File: src/rtl/dbq_pkg.sv
package dbq_pkg;
    localparam int unsigned PTR_W = 16;
    localparam logic [PTR_W-1:0] ADMIN_MAX_ZB = 16'd4095;

    typedef logic [PTR_W-1:0] ptr_t;
    typedef logic [PTR_W:0]   dist_t;

    typedef struct packed {
        ptr_t size;   // zero-based entry count
        ptr_t head;
        ptr_t tail;
    } ring_t;

    typedef struct packed {
        logic db_err;
        logic cfg_err;
    } flags_t;
endpackage

File: src/rtl/dbq_decode.sv
module dbq_decode #(
    parameter int unsigned NUM_Q  = 4,
    parameter int unsigned ADDR_W = 13,
    parameter int unsigned QID_W  = 2,
    parameter logic [ADDR_W-1:0] DB_BASE = ADDR_W'(32'h1000)
) (
    input  logic              db_we,
    input  logic [ADDR_W-1:0] db_addr,
    output logic              hit,
    output logic [QID_W-1:0]  qid,
    output logic              is_cq
);
    localparam logic [ADDR_W:0] SPAN = (ADDR_W+1)'(NUM_Q * 16);

    logic [ADDR_W-1:0] off;
    logic              in_range;
    logic              aligned;

    always_comb begin
        off      = db_addr - DB_BASE;
        in_range = (db_addr >= DB_BASE) && ({1'b0, off} < SPAN);
        aligned  = (db_addr[2:0] == 3'd0);
        hit      = db_we && in_range && aligned;
        qid      = off[QID_W+3:4];
        is_cq    = off[3];
    end
endmodule

File: src/rtl/dbq_ring.sv
module dbq_ring
    import dbq_pkg::*;
#(
    parameter bit HOST_OWNS_TAIL = 1'b1
) (
    input  logic clk,
    input  logic rst,
    input  logic resize,
    input  ptr_t new_size,
    input  logic host_we,
    input  ptr_t host_val,
    input  logic step,
    output ptr_t head,
    output ptr_t tail,
    output logic empty,
    output logic full,
    output logic host_reject
);
    ring_t st_q, st_d;
    dist_t occ, hdist;
    logic  in_range, host_ok, step_ok;

    function automatic dist_t ring_dist(input ptr_t a, input ptr_t b, input ptr_t sz);
        if (a >= b) return {1'b0, a} - {1'b0, b};
        return {1'b0, a} + {1'b0, sz} + dist_t'(1) - {1'b0, b};
    endfunction

    function automatic ptr_t ring_inc(input ptr_t p, input ptr_t sz);
        return (p == sz) ? '0 : p + ptr_t'(1);
    endfunction

    assign occ      = ring_dist(st_q.tail, st_q.head, st_q.size);
    assign hdist    = ring_dist(host_val, st_q.head, st_q.size);
    assign in_range = (host_val <= st_q.size);

    generate
        if (HOST_OWNS_TAIL) begin : g_host_tail
            // host may only add entries: new occupancy not below current
            assign host_ok = in_range && (hdist >= occ);
            assign step_ok = (occ != '0);
        end else begin : g_host_head
            // host may only free entries that are occupied
            assign host_ok = in_range && (hdist <= occ);
            assign step_ok = (occ != {1'b0, st_q.size});
        end
    endgenerate

    assign host_reject = host_we && !host_ok && !resize;

    always_comb begin
        st_d = st_q;
        if (resize) begin
            st_d.size = new_size;
            st_d.head = '0;
            st_d.tail = '0;
        end else if (HOST_OWNS_TAIL) begin
            if (host_we && host_ok) st_d.tail = host_val;
            if (step && step_ok)    st_d.head = ring_inc(st_q.head, st_q.size);
        end else begin
            if (host_we && host_ok) st_d.head = host_val;
            if (step && step_ok)    st_d.tail = ring_inc(st_q.tail, st_q.size);
        end
    end

    always_ff @(posedge clk) begin
        if (rst) begin
            st_q.size <= ptr_t'(1);
            st_q.head <= '0;
            st_q.tail <= '0;
        end else begin
            st_q <= st_d;
        end
    end

    assign head  = st_q.head;
    assign tail  = st_q.tail;
    assign empty = (occ == '0);
    assign full  = (occ == {1'b0, st_q.size});

    assert_ptr_bound_R10: assert property (@(posedge clk) disable iff (rst)
        (st_q.head <= st_q.size) && (st_q.tail <= st_q.size));

    assert_not_empty_and_full_R10: assert property (@(posedge clk) disable iff (rst)
        !(empty && full));

    generate
        if (HOST_OWNS_TAIL) begin : g_chk_sq
            assert_reject_keeps_tail_R7: assert property (@(posedge clk) disable iff (rst)
                host_reject |=> (tail == $past(tail)));
            assert_pop_on_empty_R8: assert property (@(posedge clk) disable iff (rst)
                (step && empty && !resize && !host_we) |=> (head == $past(head)));
        end else begin : g_chk_cq
            assert_reject_keeps_head_R7: assert property (@(posedge clk) disable iff (rst)
                host_reject |=> (head == $past(head)));
            assert_push_on_full_R9: assert property (@(posedge clk) disable iff (rst)
                (step && full && !resize && !host_we) |=> (tail == $past(tail)));
        end
    endgenerate
endmodule

File: src/rtl/dbq_tracker.sv
module dbq_tracker
    import dbq_pkg::*;
#(
    parameter int unsigned NUM_Q  = 4,
    parameter int unsigned ADDR_W = 13,
    parameter int unsigned QID_W  = (NUM_Q > 1) ? $clog2(NUM_Q) : 1,
    parameter logic [ADDR_W-1:0] DB_BASE = ADDR_W'(32'h1000)
) (
    input  logic              clk,
    input  logic              rst,
    input  logic              cfg_we,
    input  logic [QID_W-1:0]  cfg_qid,
    input  logic [15:0]       cfg_sq_qsize,
    input  logic [15:0]       cfg_cq_qsize,
    input  logic              db_we,
    input  logic [ADDR_W-1:0] db_addr,
    input  logic [15:0]       db_data,
    input  logic              sq_pop,
    input  logic [QID_W-1:0]  sq_pop_qid,
    input  logic              cq_push,
    input  logic [QID_W-1:0]  cq_push_qid,
    input  logic [QID_W-1:0]  obs_qid,
    output logic [15:0]       obs_sq_head,
    output logic [15:0]       obs_sq_tail,
    output logic [15:0]       obs_cq_head,
    output logic [15:0]       obs_cq_tail,
    output logic [NUM_Q-1:0]  sq_empty,
    output logic [NUM_Q-1:0]  sq_full,
    output logic [NUM_Q-1:0]  cq_empty,
    output logic [NUM_Q-1:0]  cq_full,
    output logic              db_err,
    output logic              cfg_err
);
    localparam logic [QID_W:0] QCOUNT = (QID_W+1)'(NUM_Q);

    logic             db_hit, db_is_cq;
    logic [QID_W-1:0] db_qid;
    logic             cfg_ok;
    logic             obs_ok;

    ptr_t sq_head_a [NUM_Q];
    ptr_t sq_tail_a [NUM_Q];
    ptr_t cq_head_a [NUM_Q];
    ptr_t cq_tail_a [NUM_Q];
    logic [NUM_Q-1:0] sq_rej, cq_rej;

    flags_t fl_q, fl_d;

    dbq_decode #(
        .NUM_Q  (NUM_Q),
        .ADDR_W (ADDR_W),
        .QID_W  (QID_W),
        .DB_BASE(DB_BASE)
    ) u_decode (
        .db_we  (db_we),
        .db_addr(db_addr),
        .hit    (db_hit),
        .qid    (db_qid),
        .is_cq  (db_is_cq)
    );

    always_comb begin
        cfg_ok = (cfg_sq_qsize != '0) && (cfg_cq_qsize != '0)
              && ({1'b0, cfg_qid} < QCOUNT)
              && ((cfg_qid != '0)
                  || ((cfg_sq_qsize <= ADMIN_MAX_ZB) && (cfg_cq_qsize <= ADMIN_MAX_ZB)));
    end

    generate
        for (genvar q = 0; q < NUM_Q; q++) begin : g_pair
            logic resize_q;
            assign resize_q = cfg_we && cfg_ok && (cfg_qid == QID_W'(q));

            dbq_ring #(.HOST_OWNS_TAIL(1'b1)) u_sq (
                .clk        (clk),
                .rst        (rst),
                .resize     (resize_q),
                .new_size   (cfg_sq_qsize),
                .host_we    (db_hit && !db_is_cq && (db_qid == QID_W'(q))),
                .host_val   (db_data),
                .step       (sq_pop && (sq_pop_qid == QID_W'(q))),
                .head       (sq_head_a[q]),
                .tail       (sq_tail_a[q]),
                .empty      (sq_empty[q]),
                .full       (sq_full[q]),
                .host_reject(sq_rej[q])
            );

            dbq_ring #(.HOST_OWNS_TAIL(1'b0)) u_cq (
                .clk        (clk),
                .rst        (rst),
                .resize     (resize_q),
                .new_size   (cfg_cq_qsize),
                .host_we    (db_hit && db_is_cq && (db_qid == QID_W'(q))),
                .host_val   (db_data),
                .step       (cq_push && (cq_push_qid == QID_W'(q))),
                .head       (cq_head_a[q]),
                .tail       (cq_tail_a[q]),
                .empty      (cq_empty[q]),
                .full       (cq_full[q]),
                .host_reject(cq_rej[q])
            );
        end
    endgenerate

    always_comb begin
        fl_d         = fl_q;
        fl_d.db_err  = fl_q.db_err | (|sq_rej) | (|cq_rej);
        fl_d.cfg_err = fl_q.cfg_err | (cfg_we && !cfg_ok);
    end

    always_ff @(posedge clk) begin
        if (rst) fl_q <= '0;
        else     fl_q <= fl_d;
    end

    assign obs_ok      = ({1'b0, obs_qid} < QCOUNT);
    assign obs_sq_head = obs_ok ? sq_head_a[obs_qid] : '0;
    assign obs_sq_tail = obs_ok ? sq_tail_a[obs_qid] : '0;
    assign obs_cq_head = obs_ok ? cq_head_a[obs_qid] : '0;
    assign obs_cq_tail = obs_ok ? cq_tail_a[obs_qid] : '0;
    assign db_err      = fl_q.db_err;
    assign cfg_err     = fl_q.cfg_err;

    assert_db_err_sticky_R7: assert property (@(posedge clk) disable iff (rst)
        db_err |=> db_err);

    assert_cfg_err_sticky_R3: assert property (@(posedge clk) disable iff (rst)
        cfg_err |=> cfg_err);

    assert_admin_limit_R3: assert property (@(posedge clk) disable iff (rst)
        (cfg_we && (cfg_qid == '0) && (cfg_sq_qsize > ADMIN_MAX_ZB)) |=> cfg_err);

    assert_stray_addr_quiet_R4: assert property (@(posedge clk) disable iff (rst)
        (db_we && !db_hit && !db_err) |=> !db_err);
endmodule

File: config.mk
export PLATFORM = sky130hd
export DESIGN_NAME = dbq_tracker
export DESIGN_NICKNAME = d
export VERILOG_FILES = /design/src/rtl/dbq_pkg.sv /design/src/rtl/dbq_decode.sv /design/src/rtl/dbq_ring.sv /design/src/rtl/dbq_tracker.sv
export SDC_FILE = /design/constraint.sdc
export NUM_CORES = 2
export LEC_CHECK = 0
export BUFFER_PORTS_ARGS = -buffer_cell sky130_fd_sc_hd__buf_2
export CORE_MARGIN = 2
export CORE_UTILIZATION = 40
export DETAILED_ROUTE_END_ITERATION = 12
export GPL_TIMING_DRIVEN = 0
export PLACE_DENSITY = 0.57
export SLEW_MARGIN = 25
export SYNTH_ARGS = -nofsm -noshare
export SYNTH_HDL_FRONTEND = slang
export SYNTH_HIERARCHICAL = 1
export SYNTH_SLANG_ARGS = --single-unit
File: constraint.sdc
create_clock -name clk -period 11 [get_ports clk]
set_clock_uncertainty 0.2 [all_clocks]
set_input_delay 1.1 -clock clk [delete_from_list [all_inputs] [get_ports clk]]
set_output_delay 1.1 -clock clk [all_outputs]
set_load 0.05 [all_outputs]
==> flow_summary_export.csv <==
group,metric,value,unit
status,status,"completed",
drt,drtAntennaViolNets,0,
die,die_w,414,um
die,io_pins,157,
timing,max_slew_margin,0.279,
place,io_buffers,151,
timing,min_period_over_period,0.813,
drt,firstDrtPassIters,8,
clocking,ctsResizeCount,0,
synthesis,syn_area_per_cell,7.88,sq um
job,drv_cap,0,
synthesis,synth_top_family_by_area,"adder cells",
clocking,cts_sinks,386,
grt,antenna_found_initial,8,
clocking,clk_pin_slew,60,ps
grt,grt_pass1_vias,60279,
pwr,clock_power_share,0.275,
pwr,p_leak,0.0324,uW
worst_setup_path,crit_type,"primary input to flip-flop",
worst_hold_path,hold_path_class,"flip-flop to flip-flop",
synthesis,synth_edf_count,0,
timing,tightest_slew,1080,ps
worst_setup_path,cp-start-kind,"primary input",
clocking,hold_buffers,0,
die,initial_utilization,0.402,
clocking,numCtsBuffers,45,
synthesis,yosysSeqAreaShare,0.115,
worst_setup_path,rr_worst_depth,28,
synthesis,ys.warnings.count,6,
synthesis,synth_async_sr_flop_share,0,
synthesis,synth_area_leader_cell,"ha_1",
timing,setup_viol,0,
clocking,clkLatencyLatePin,600,ps
worst_hold_path,min_path_cells,1,
place,dp_hpwl,230,mm
synthesis,yosys.area.top_type_share,0.152,
synthesis,yosys.area_share.simple,0.173,
clocking,cts_max_level,2,
synthesis,synth_fa_ha_area_frac,0.234,
pwr,power_frac_comb,0.473,
pwr,sequentialPowerShare,0.252,
cells_and_area,finish.utilization,0.435,
clocking,cts_buffer_depth,3,
synthesis,netlist_area,0.0671,sq mm
synthesis,synth_xor_area_frac,0.0886,
worst_setup_path,crit_path_max_fanout,15,
grt,grt_pass1_wl,405,mm
synthesis,synth_compound_area_frac,0.209,
pwr,netSwitchingPower,2380,uW
grt,grt_usage,0.316,
drt,drtIter0Drc,6530,
clocking,postCtsSetupRepairBufs,0,
pwr,powerDensity,79.4,mW/mm^2
drt,finalWirelength,279,mm
synthesis,synth-seq-cells,386,
cells_and_area,area_growth,8.23,%
worst_setup_path,cp.required,11250,ps
place,gp_congestion,1.01,
timing,setup_tns,0,ps
worst_setup_path,arrival,9190,ps
worst_setup_path,cpPeakStageDelay,820,ps
pwr,p_int,3380,uW
timing,fin_crit,8940,ps
die,die_h,414,um
cells_and_area,seq_area,0.00773,sq mm
synthesis,synthFlopType,"dfxtp_1",
worst_setup_path,end_kind,"flip-flop",
drt,vias,65215,
clocking,cts_tree,"built",
cells_and_area,layout-drive-gt1-share,0.0982,
clocking,ctsRootBufferMaster,"clkbuf_16",
drt,drt-vias-per-instance,5.94,
drt,drc,0,
timing,maxClockFrequency,112,MHz
worst_setup_path,cp_slowest_cell,"nor4_1",
grt,grt_overflow,0,
cells_and_area,nets,9904,
grt,grt_max_degree,31,
cells_and_area,multi_input_area,0.0518,sq mm
synthesis,syn_inst,8523,
pwr,p_sw_frac,0.413,
synthesis,muxShareOfSynthArea,0.0672,
synthesis,synth_area_leaders,"ha_1 (15%), dfxtp_1 (12%), fa_1 (8.1%)",
pwr,peakVddDrop,0.101,mV
timing,final_hold_viol_count,0,
synthesis,synth.distinct_cells,141,
die,coreArea,0.167,sq mm
die,die-area,0.171,sq mm
synthesis,synth_fp_nets,9686,
cells_and_area,fillers,17010,
timing,grt_setup_unrepaired,"false",
drt,wl_per_cell,25.4,um
die,fp-row-count,150,
timing,slew_violations,0,
worst_setup_path,cp_common_cell,"a21oi_1",
## layout by cell type (no fill, tap or decap), types with 281 or more instances in the layout
cell | netlist | final
o21ai_0 | 335 | 335
dfxtp_1 | 386 | 386
mux2i_1 | 281 | 281
buf_4 | 266 | 283
a21oi_1 | 533 | 533
nor2_1 | 522 | 522
xnor2_1 | 404 | 404
ha_1 | 816 | 816
inv_1 | 1175 | 1175
nand2_1 | 507 | 507
## routing by layer
layer,global-route usage,part of all wire,vias up
met1,0.462,0.46,31558
met4,0.108,0.039,6
met5,0,0.00011,-
met2,0.468,0.42,2870
met3,0.0455,0.090,405
li1,-,-,30376
## cell families after synthesis
kind of cell / after synthesis
simple gates: 2288
compound gates: 2041
buf+inv: 1693
fa+ha+maj: 1090
xor+xnor: 659
flops: 386
mux: 366
## stage by stage
step / hold WS [ps] / std cells / cell area (sq um) / total power, uW / setup WS (ps)
final: 332 / 10980 / 72700 / 5770 / 2060
after detailed placement: 313 / 10898 / 71100 / 4150 / 1630
after global placement: 315 / 10878 / 70600 / 4090 / 1360
after global routing: 360 / 10979 / 72600 / 6090 / 1670
after floorplan: 265 / 8523 / 67100 / 3380 / 4030
after CTS: 329 / 10979 / 72600 / 5730 / 2240
## sequential cells by signal, summed over array words and instances, names as in the netlist
register and count:
db_err 1, g_pair.u_sq/head 64, cfg_err 1, g_pair.u_sq/st_q 64, g_pair.u_sq/tail 64, g_pair.u_cq/st_q 64, g_pair.u_cq/tail 64, g_pair.u_cq/head 64
## critical path, delay by kind of cell
| kind | cells | cell delay, ps |
|---|---|---|
| compound gates | 15 | 3580 |
| fa+ha+maj | 4 | 1580 |
| mux | 1 | 110 |
| buf+inv | 3 | 1070 |
| xor+xnor | 1 | 210 |
| simple gates | 4 | 1470 |
## cell usage after synthesis (242+ instances only)
cell type     n
nor2_1      522
nand3_1     242
dfxtp_1     386
buf_4       266
nand2_1     507
mux2i_1     281
xnor2_1     404
xor2_1      242
ha_1        816
inv_1      1175
o21ai_0     335
a21oi_1     533
fa_1        272
## worst paths after layout
check,endpoint,slack (ps),start
max,db_err,2060,db_data[0]
max reg2reg,db_err,2950,g_pair[1].u_cq/head[2]
min,cfg_err,330,cfg_err
min reg2reg,cfg_err,330,cfg_err
## final cells by class
type | instances | share of cell area
diodes | 1 | 0.0000344
plain buffers | 515 | 0.0445
clock buffers | 63 | 0.0180
clock inverters | 18 | 0.00291
inverters | 1178 | 0.0609
multi-input cells | 6444 | 0.713
flip-flops and latches | 386 | 0.106
well taps | 2204 | 0.0380
repair buffers | 171 | 0.0162
## power groups by stage
| stage | sequential [uW] | combinational [uW] | clock (uW) |
|---|---|---|---|
| after floorplan | 1460 | 1920 | 0 |
| after global placement | 1480 | 2610 | 0 |
| after detailed placement | 1480 | 2660 | 0 |
| after CTS | 1450 | 2680 | 1590 |
| after global routing | 1460 | 2990 | 1640 |
| final | 1460 | 2720 | 1590 |
Note: power is estimated with default switching activity, not from simulation.
